`src/rtl/dab_pkg.sv`:
```
package dab_pkg;

    localparam int ADDR_W = 32;
    localparam int DATA_W = 32;
    localparam int HALF_W = DATA_W / 2;

    typedef enum logic [1:0] {
        ACC_BYTE = 2'd0,
        ACC_WORD = 2'd1,
        ACC_LONG = 2'd2,
        ACC_RSVD = 2'd3
    } acc_size_e;

    typedef enum logic [1:0] {
        FLT_ANY  = 2'd0,
        FLT_BYTE = 2'd1,
        FLT_WORD = 2'd2,
        FLT_LONG = 2'd3
    } size_flt_e;

    typedef enum logic [1:0] {
        DIR_BOTH  = 2'd0,
        DIR_READ  = 2'd1,
        DIR_WRITE = 2'd2,
        DIR_BOTH2 = 2'd3
    } dir_flt_e;

    typedef struct packed {
        logic              valid;
        logic [ADDR_W-1:0] addr;
        acc_size_e         size;
        logic [DATA_W-1:0] data;
        logic              write;
        logic              upper;
    } obs_cycle_t;

    function automatic logic size_pass(size_flt_e flt, acc_size_e sz, logic data_en);
        case (flt)
            FLT_ANY:  return !data_en;
            FLT_BYTE: return sz == ACC_BYTE;
            FLT_WORD: return sz == ACC_WORD;
            default:  return sz == ACC_LONG;
        endcase
    endfunction

    function automatic logic dir_pass(dir_flt_e flt, logic write);
        case (flt)
            DIR_READ:  return !write;
            DIR_WRITE: return write;
            default:   return 1'b1;
        endcase
    endfunction

endpackage

```
`src/rtl/dab_stream_sel.sv`:
```
module dab_stream_sel
    import dab_pkg::*;
(
    input  obs_cycle_t cpu_cyc,
    input  obs_cycle_t sys_cyc,
    input  logic       bus_sel,
    output obs_cycle_t sel_cyc
);
    always_comb begin
        sel_cyc = bus_sel ? sys_cyc : cpu_cyc;
    end
endmodule

```
`src/rtl/dab_addr_cmp.sv`:
```
module dab_addr_cmp
    import dab_pkg::*;
(
    input  logic [ADDR_W-1:0] obs_addr,
    input  acc_size_e         obs_size,
    input  logic [ADDR_W-1:0] ref_addr,
    output logic              hit
);
    logic [ADDR_W-1:0] ign;

    always_comb begin
        ign = '0;
        case (obs_size)
            ACC_LONG: ign[1:0] = 2'b11;
            ACC_WORD: ign[0]   = 1'b1;
            default:  ign      = '0;
        endcase
        hit = (((obs_addr ^ ref_addr) & ~ign) == '0) && (obs_size != ACC_RSVD);
    end
endmodule

```
`src/rtl/dab_data_cmp.sv`:
```
module dab_data_cmp
    import dab_pkg::*;
(
    input  logic [DATA_W-1:0] obs_data,
    input  acc_size_e         obs_size,
    input  logic              obs_upper,
    input  logic [DATA_W-1:0] ref_data,
    input  logic [DATA_W-1:0] ref_mask,
    output logic              hit
);
    logic [DATA_W-1:0] diff;
    logic              lo_eq;
    logic              hi_eq;

    always_comb begin
        diff  = (obs_data ^ ref_data) & ~ref_mask;
        lo_eq = diff[HALF_W-1:0] == '0;
        hi_eq = diff[DATA_W-1:HALF_W] == '0;
        case (obs_size)
            ACC_LONG: hit = lo_eq && hi_eq;
            ACC_WORD: hit = obs_upper ? hi_eq : lo_eq;
            default:  hit = lo_eq;
        endcase
    end
endmodule

```
`src/rtl/dab_break_unit.sv`:
```
module dab_break_unit
    import dab_pkg::*;
(
    input  logic              clk,
    input  logic              rst,
    input  logic              cfg_enable,
    input  logic              cfg_bus_sel,
    input  logic [ADDR_W-1:0] cfg_addr,
    input  logic [DATA_W-1:0] cfg_data,
    input  logic [DATA_W-1:0] cfg_mask,
    input  logic [1:0]        cfg_size,
    input  logic              cfg_data_en,
    input  logic [1:0]        cfg_dir,
    input  logic              cpu_vld,
    input  logic [ADDR_W-1:0] cpu_addr,
    input  logic [1:0]        cpu_size,
    input  logic [DATA_W-1:0] cpu_data,
    input  logic              cpu_wr,
    input  logic              cpu_hi,
    input  logic              sys_vld,
    input  logic [ADDR_W-1:0] sys_addr,
    input  logic [1:0]        sys_size,
    input  logic [DATA_W-1:0] sys_data,
    input  logic              sys_wr,
    input  logic              sys_hi,
    output logic              brk_o
);
    obs_cycle_t cpu_cyc;
    obs_cycle_t sys_cyc;
    obs_cycle_t sel;
    logic       addr_hit;
    logic       data_hit;
    logic       gate_ok;
    logic       match;

    always_comb begin
        cpu_cyc = '{valid: cpu_vld, addr: cpu_addr, size: acc_size_e'(cpu_size),
                    data: cpu_data, write: cpu_wr, upper: cpu_hi};
        sys_cyc = '{valid: sys_vld, addr: sys_addr, size: acc_size_e'(sys_size),
                    data: sys_data, write: sys_wr, upper: sys_hi};
    end

    dab_stream_sel u_sel (
        .cpu_cyc (cpu_cyc),
        .sys_cyc (sys_cyc),
        .bus_sel (cfg_bus_sel),
        .sel_cyc (sel)
    );

    dab_addr_cmp u_addr (
        .obs_addr (sel.addr),
        .obs_size (sel.size),
        .ref_addr (cfg_addr),
        .hit      (addr_hit)
    );

    dab_data_cmp u_data (
        .obs_data  (sel.data),
        .obs_size  (sel.size),
        .obs_upper (sel.upper),
        .ref_data  (cfg_data),
        .ref_mask  (cfg_mask),
        .hit       (data_hit)
    );

    always_comb begin
        gate_ok = cfg_enable && sel.valid
               && size_pass(size_flt_e'(cfg_size), sel.size, cfg_data_en)
               && dir_pass(dir_flt_e'(cfg_dir), sel.write);
        match   = gate_ok && addr_hit && (!cfg_data_en || data_hit);
    end

    always_ff @(posedge clk) begin
        if (rst) brk_o <= 1'b0;
        else     brk_o <= match;
    end

    // reset clears the pulse
    a_r11_reset_clears: assert property (@(posedge clk) rst |=> !brk_o);

    // a pulse needs enable and a valid selected cycle one clock earlier
    a_r10_gated: assert property (@(posedge clk) disable iff (rst)
        brk_o |-> ($past(cfg_enable) && $past(sel.valid)));

    // data compare with the any-size filter never breaks
    a_r4_data_needs_size: assert property (@(posedge clk) disable iff (rst)
        brk_o |-> !($past(cfg_data_en) && $past(cfg_size) == 2'd0));

    // longword hit agrees on address bits 31..2
    a_r1_long_addr: assert property (@(posedge clk) disable iff (rst)
        (brk_o && $past(sel.size) == ACC_LONG)
            |-> ($past(sel.addr[ADDR_W-1:2]) == $past(cfg_addr[ADDR_W-1:2])));

    // byte hit agrees on every address bit
    a_r3_byte_addr: assert property (@(posedge clk) disable iff (rst)
        (brk_o && $past(sel.size) == ACC_BYTE) |-> ($past(sel.addr) == $past(cfg_addr)));

    // read-only filter never breaks on a write
    a_r9_read_only: assert property (@(posedge clk) disable iff (rst)
        (brk_o && $past(cfg_dir) == 2'd1) |-> !$past(sel.write));
endmodule

```
`config.mk`:
```
export PLATFORM = sky130hd
export DESIGN_NAME = dab_break_unit
export DESIGN_NICKNAME = d
export VERILOG_FILES = /design/src/rtl/dab_pkg.sv /design/src/rtl/dab_stream_sel.sv /design/src/rtl/dab_addr_cmp.sv /design/src/rtl/dab_data_cmp.sv /design/src/rtl/dab_break_unit.sv
export SDC_FILE = /design/constraint.sdc
export NUM_CORES = 1
export LEC_CHECK = 0
export ABC_AREA = 1
export BUFFER_PORTS_ARGS = -buffer_cell sky130_fd_sc_hd__buf_4
export CAP_MARGIN = 20
export CORE_AREA = 3 3 93 95
export CTS_BUF_LIST = sky130_fd_sc_hd__clkbuf_8
export CTS_CLUSTER_DIAMETER = 120
export CTS_CLUSTER_SIZE = 20
export DETAILED_ROUTE_END_ITERATION = 10
export DIE_AREA = 0 0 96 98
export PLACE_DENSITY_LB_ADDON = 0.05
export SLEW_MARGIN = 20
export SYNTH_ARGS = -nofsm -noshare
export SYNTH_HDL_FRONTEND = slang
export SYNTH_SLANG_ARGS = --single-unit
```
`constraint.sdc`:
```
create_clock -name clk -period 8 [get_ports clk]
set_clock_uncertainty 0.2 [all_clocks]
set_input_delay 1.6 -clock clk [delete_from_list [all_inputs] [get_ports clk]]
set_output_delay 1.6 -clock clk [all_outputs]
set_load 0.05 [all_outputs]
```
==> reports/results.txt <==
Status -> completed
Seq/Total Area, Yosys -> 0.00875
Biggest register -> brk_o
Vias in the first global route -> 3450
Top flop regs -> brk_o: 1 flops
Mapped Avg Cell Area -> 4.81 µm²
NumNets Final -> 955
WL final -> 10.0 mm
Final setup vio count -> 0
Clock transition at path regs -> 0 ns
Drt initial violations -> 75
Drt via density -> 4.47
Slew of the pin with the lowest slew margin -> 0.725 ns
Largest register FFs -> 1
Worst VDD drop -> 41.6 µV
Total GRT Usage -> 0.190
I/O pin count -> 244
Most common cell in the netlist -> nand2_1
Initial core utilization -> 0.293
Hold Vio Cnt, Final -> 0
PostCTS Resize Cnt -> 0
Max Slew Vio Count -> 0
Core area -> 7810 µm²
Main area contributors after synthesis -> nand2_1 (43%), nand3b_1 (12%), inv_1 (6.6%), nand3_1 (6.3%), xnor2_1 (4.6%)
Pwr dens -> 49.6 nW/µm²
Ys Warns -> 0
Largest area contributor in the netlist -> nand2_1
DR vias -> 3602
Min Tclk post-route -> 4.56 ns
WP data arrival -> 4.29 ns
Lkg Pwr -> 2.45 nW
RSZ-0062 raised after global routing -> no
Period utilization -> 0.570
Post-CTS Hold Buffers -> 0
Top cells by count, synth -> nand2_1 (262), inv_1 (40), nand3b_1 (38)
Max FO, Critical Path -> 72
Synth-to-layout area growth -> 80.4%
Critical path class -> input pin to register
Antenna-violating nets left -> 0
Post-DP HPWL -> 8.71 mm
Synthesized flop and latch total -> 1
Post-synth EDFFs -> 0
Ys async rst share -> 0
Relative slew slack -> 0.517
Row count -> 32
Detailed Routing Iterations Pass 1 -> 4
CP Launch Point -> cfg_bus_sel
Synth top area share -> 0.430
Cell area after synthesis -> 2290 µm²
Chip Height -> 98 µm
Largest net degree at the start of global routing -> 73
Fmax -> 0.219 GHz
I/O Buffers -> 243
Slowest CP cell -> buf_4
Setup bufs post-CTS -> 0
Post-synthesis cell count -> 476
Share of layout cells above drive strength 1 -> 0.355
Startpoint types -> input pin
Hold WC Path Type -> input pin to register
Hold path start -> cfg_data_en
CP cell instances -> buf_4 > inv_6 > or2_2 > o21ai_0 > inv_1 > ha_1 > nor2_1 > nand2_1 > a21oi_1 > o21ai_1 > nor3_2 > nand2_1 > nor2_1 > nand3_1 > a21oi_2
Net count after synthesis -> 725
Residual DRC -> 0
Yosys cell types -> 27
Antenna diodes -> 0
Routability Congestion -> 0.843
First-pass GRT wire length -> 14.7 mm
Routed len/inst -> 12.4 µm
Max-Cap Viols -> 0
Largest stage delay on the critical path -> 0.56 ns
Critical Path End Type -> register
Setup TNS -> 0 ns
DIE AREA -> 9410 µm²
Die W -> 96 µm
Ys flop type -> dfxtp_1
Initial antenna violation count -> 0
Hold_ws -> 1.60 ns
Congestion Overflow GR -> 0
Critical Path RT -> 7.73 ns
-- cell type report --
class / instances / area, µm²
repair buffers: 243 / 1820
multi-input cells: 419 / 2000
inverters: 41 / 159
flip-flops and latches: 1 / 20.0
well taps: 102 / 128
fillers: 839 / 3680
-- power breakdown --
part	leakage (nW)	internal, W	switching, W	total (W)
clock	0	0	0	0
combinational	2.44	0.000118	0.0000818	0.000200
sequential	0.00805	0.00000509	0.000000000000000487	0.00000509
total	2.45	0.000123	0.0000818	0.000205
-- worst max-delay path: cells and delay by family --
family,cells,cell delay (ns)
adder cells (fa/ha/maj),1,0.21
AO/OA/AOI/OAI,4,0.45
AND/OR/NAND/NOR,7,0.94
buffers and inverters,3,1.03
-- cell usage in the layout, fill, tap and decap left out --
cell type  instances
a21o_1             6
a21oi_1            9
a21oi_2            1
buf_4            243
dfxtp_1            1
ha_1               6
inv_1             40
inv_6              1
nand2_1          262
nand3_1           29
nand3b_1          38
nand4_1            4
nor2_1            20
nor3_1             2
nor3_2             1
o211ai_1           2
o211ai_2           1
o21ai_0            9
o21ai_1            3
o21bai_1           2
o22ai_1            3
or2_0              3
or2_2              3
xnor2_1           12
xor2_1             3
-- path summary, 6_finish.rpt --
check          endpoint  slack (ns)  cells past startpoint
min    brk_o$_SDFF_PP0_        1.60                      2
max    brk_o$_SDFF_PP0_        3.44                     15
-- stage by stage --
step	setup WS [ns]	std cells	util	area, µm²	power [W]
after floorplan	4.31	476	-	2290	0.0000997
after global placement	3.48	806	0.529	4130	0.000202
after detailed placement	3.44	806	0.529	4130	0.000206
after CTS	3.43	806	0.529	4130	0.000207
after global routing	3.07	806	0.529	4130	0.000228
final	3.44	806	0.529	4130	0.000205
-- logic make-up (layout without fill, tap and decap cells) --
family / count (synthesis) / in the layout / share of synthesized area
buffers and inverters: 56 / 284 / 0.118
adder cells (fa/ha/maj): 6 / 6 / 0.0328
flip-flops: 1 / 1 / 0.00875
AND/OR/NAND/NOR: 362 / 362 / 0.687
XOR/XNOR: 15 / 15 / 0.0574
AO/OA/AOI/OAI: 36 / 36 / 0.0962
-- layer usage --
layer	vias up	part of all wire	global-route usage
li1	1955	-	-
met1	1487	0.36	0.196
met2	152	0.52	0.386
met3	8	0.11	0.0401
met4	0	0.013	0.0230
met5	-	0	0
Power figures use the tool's default switching activity.
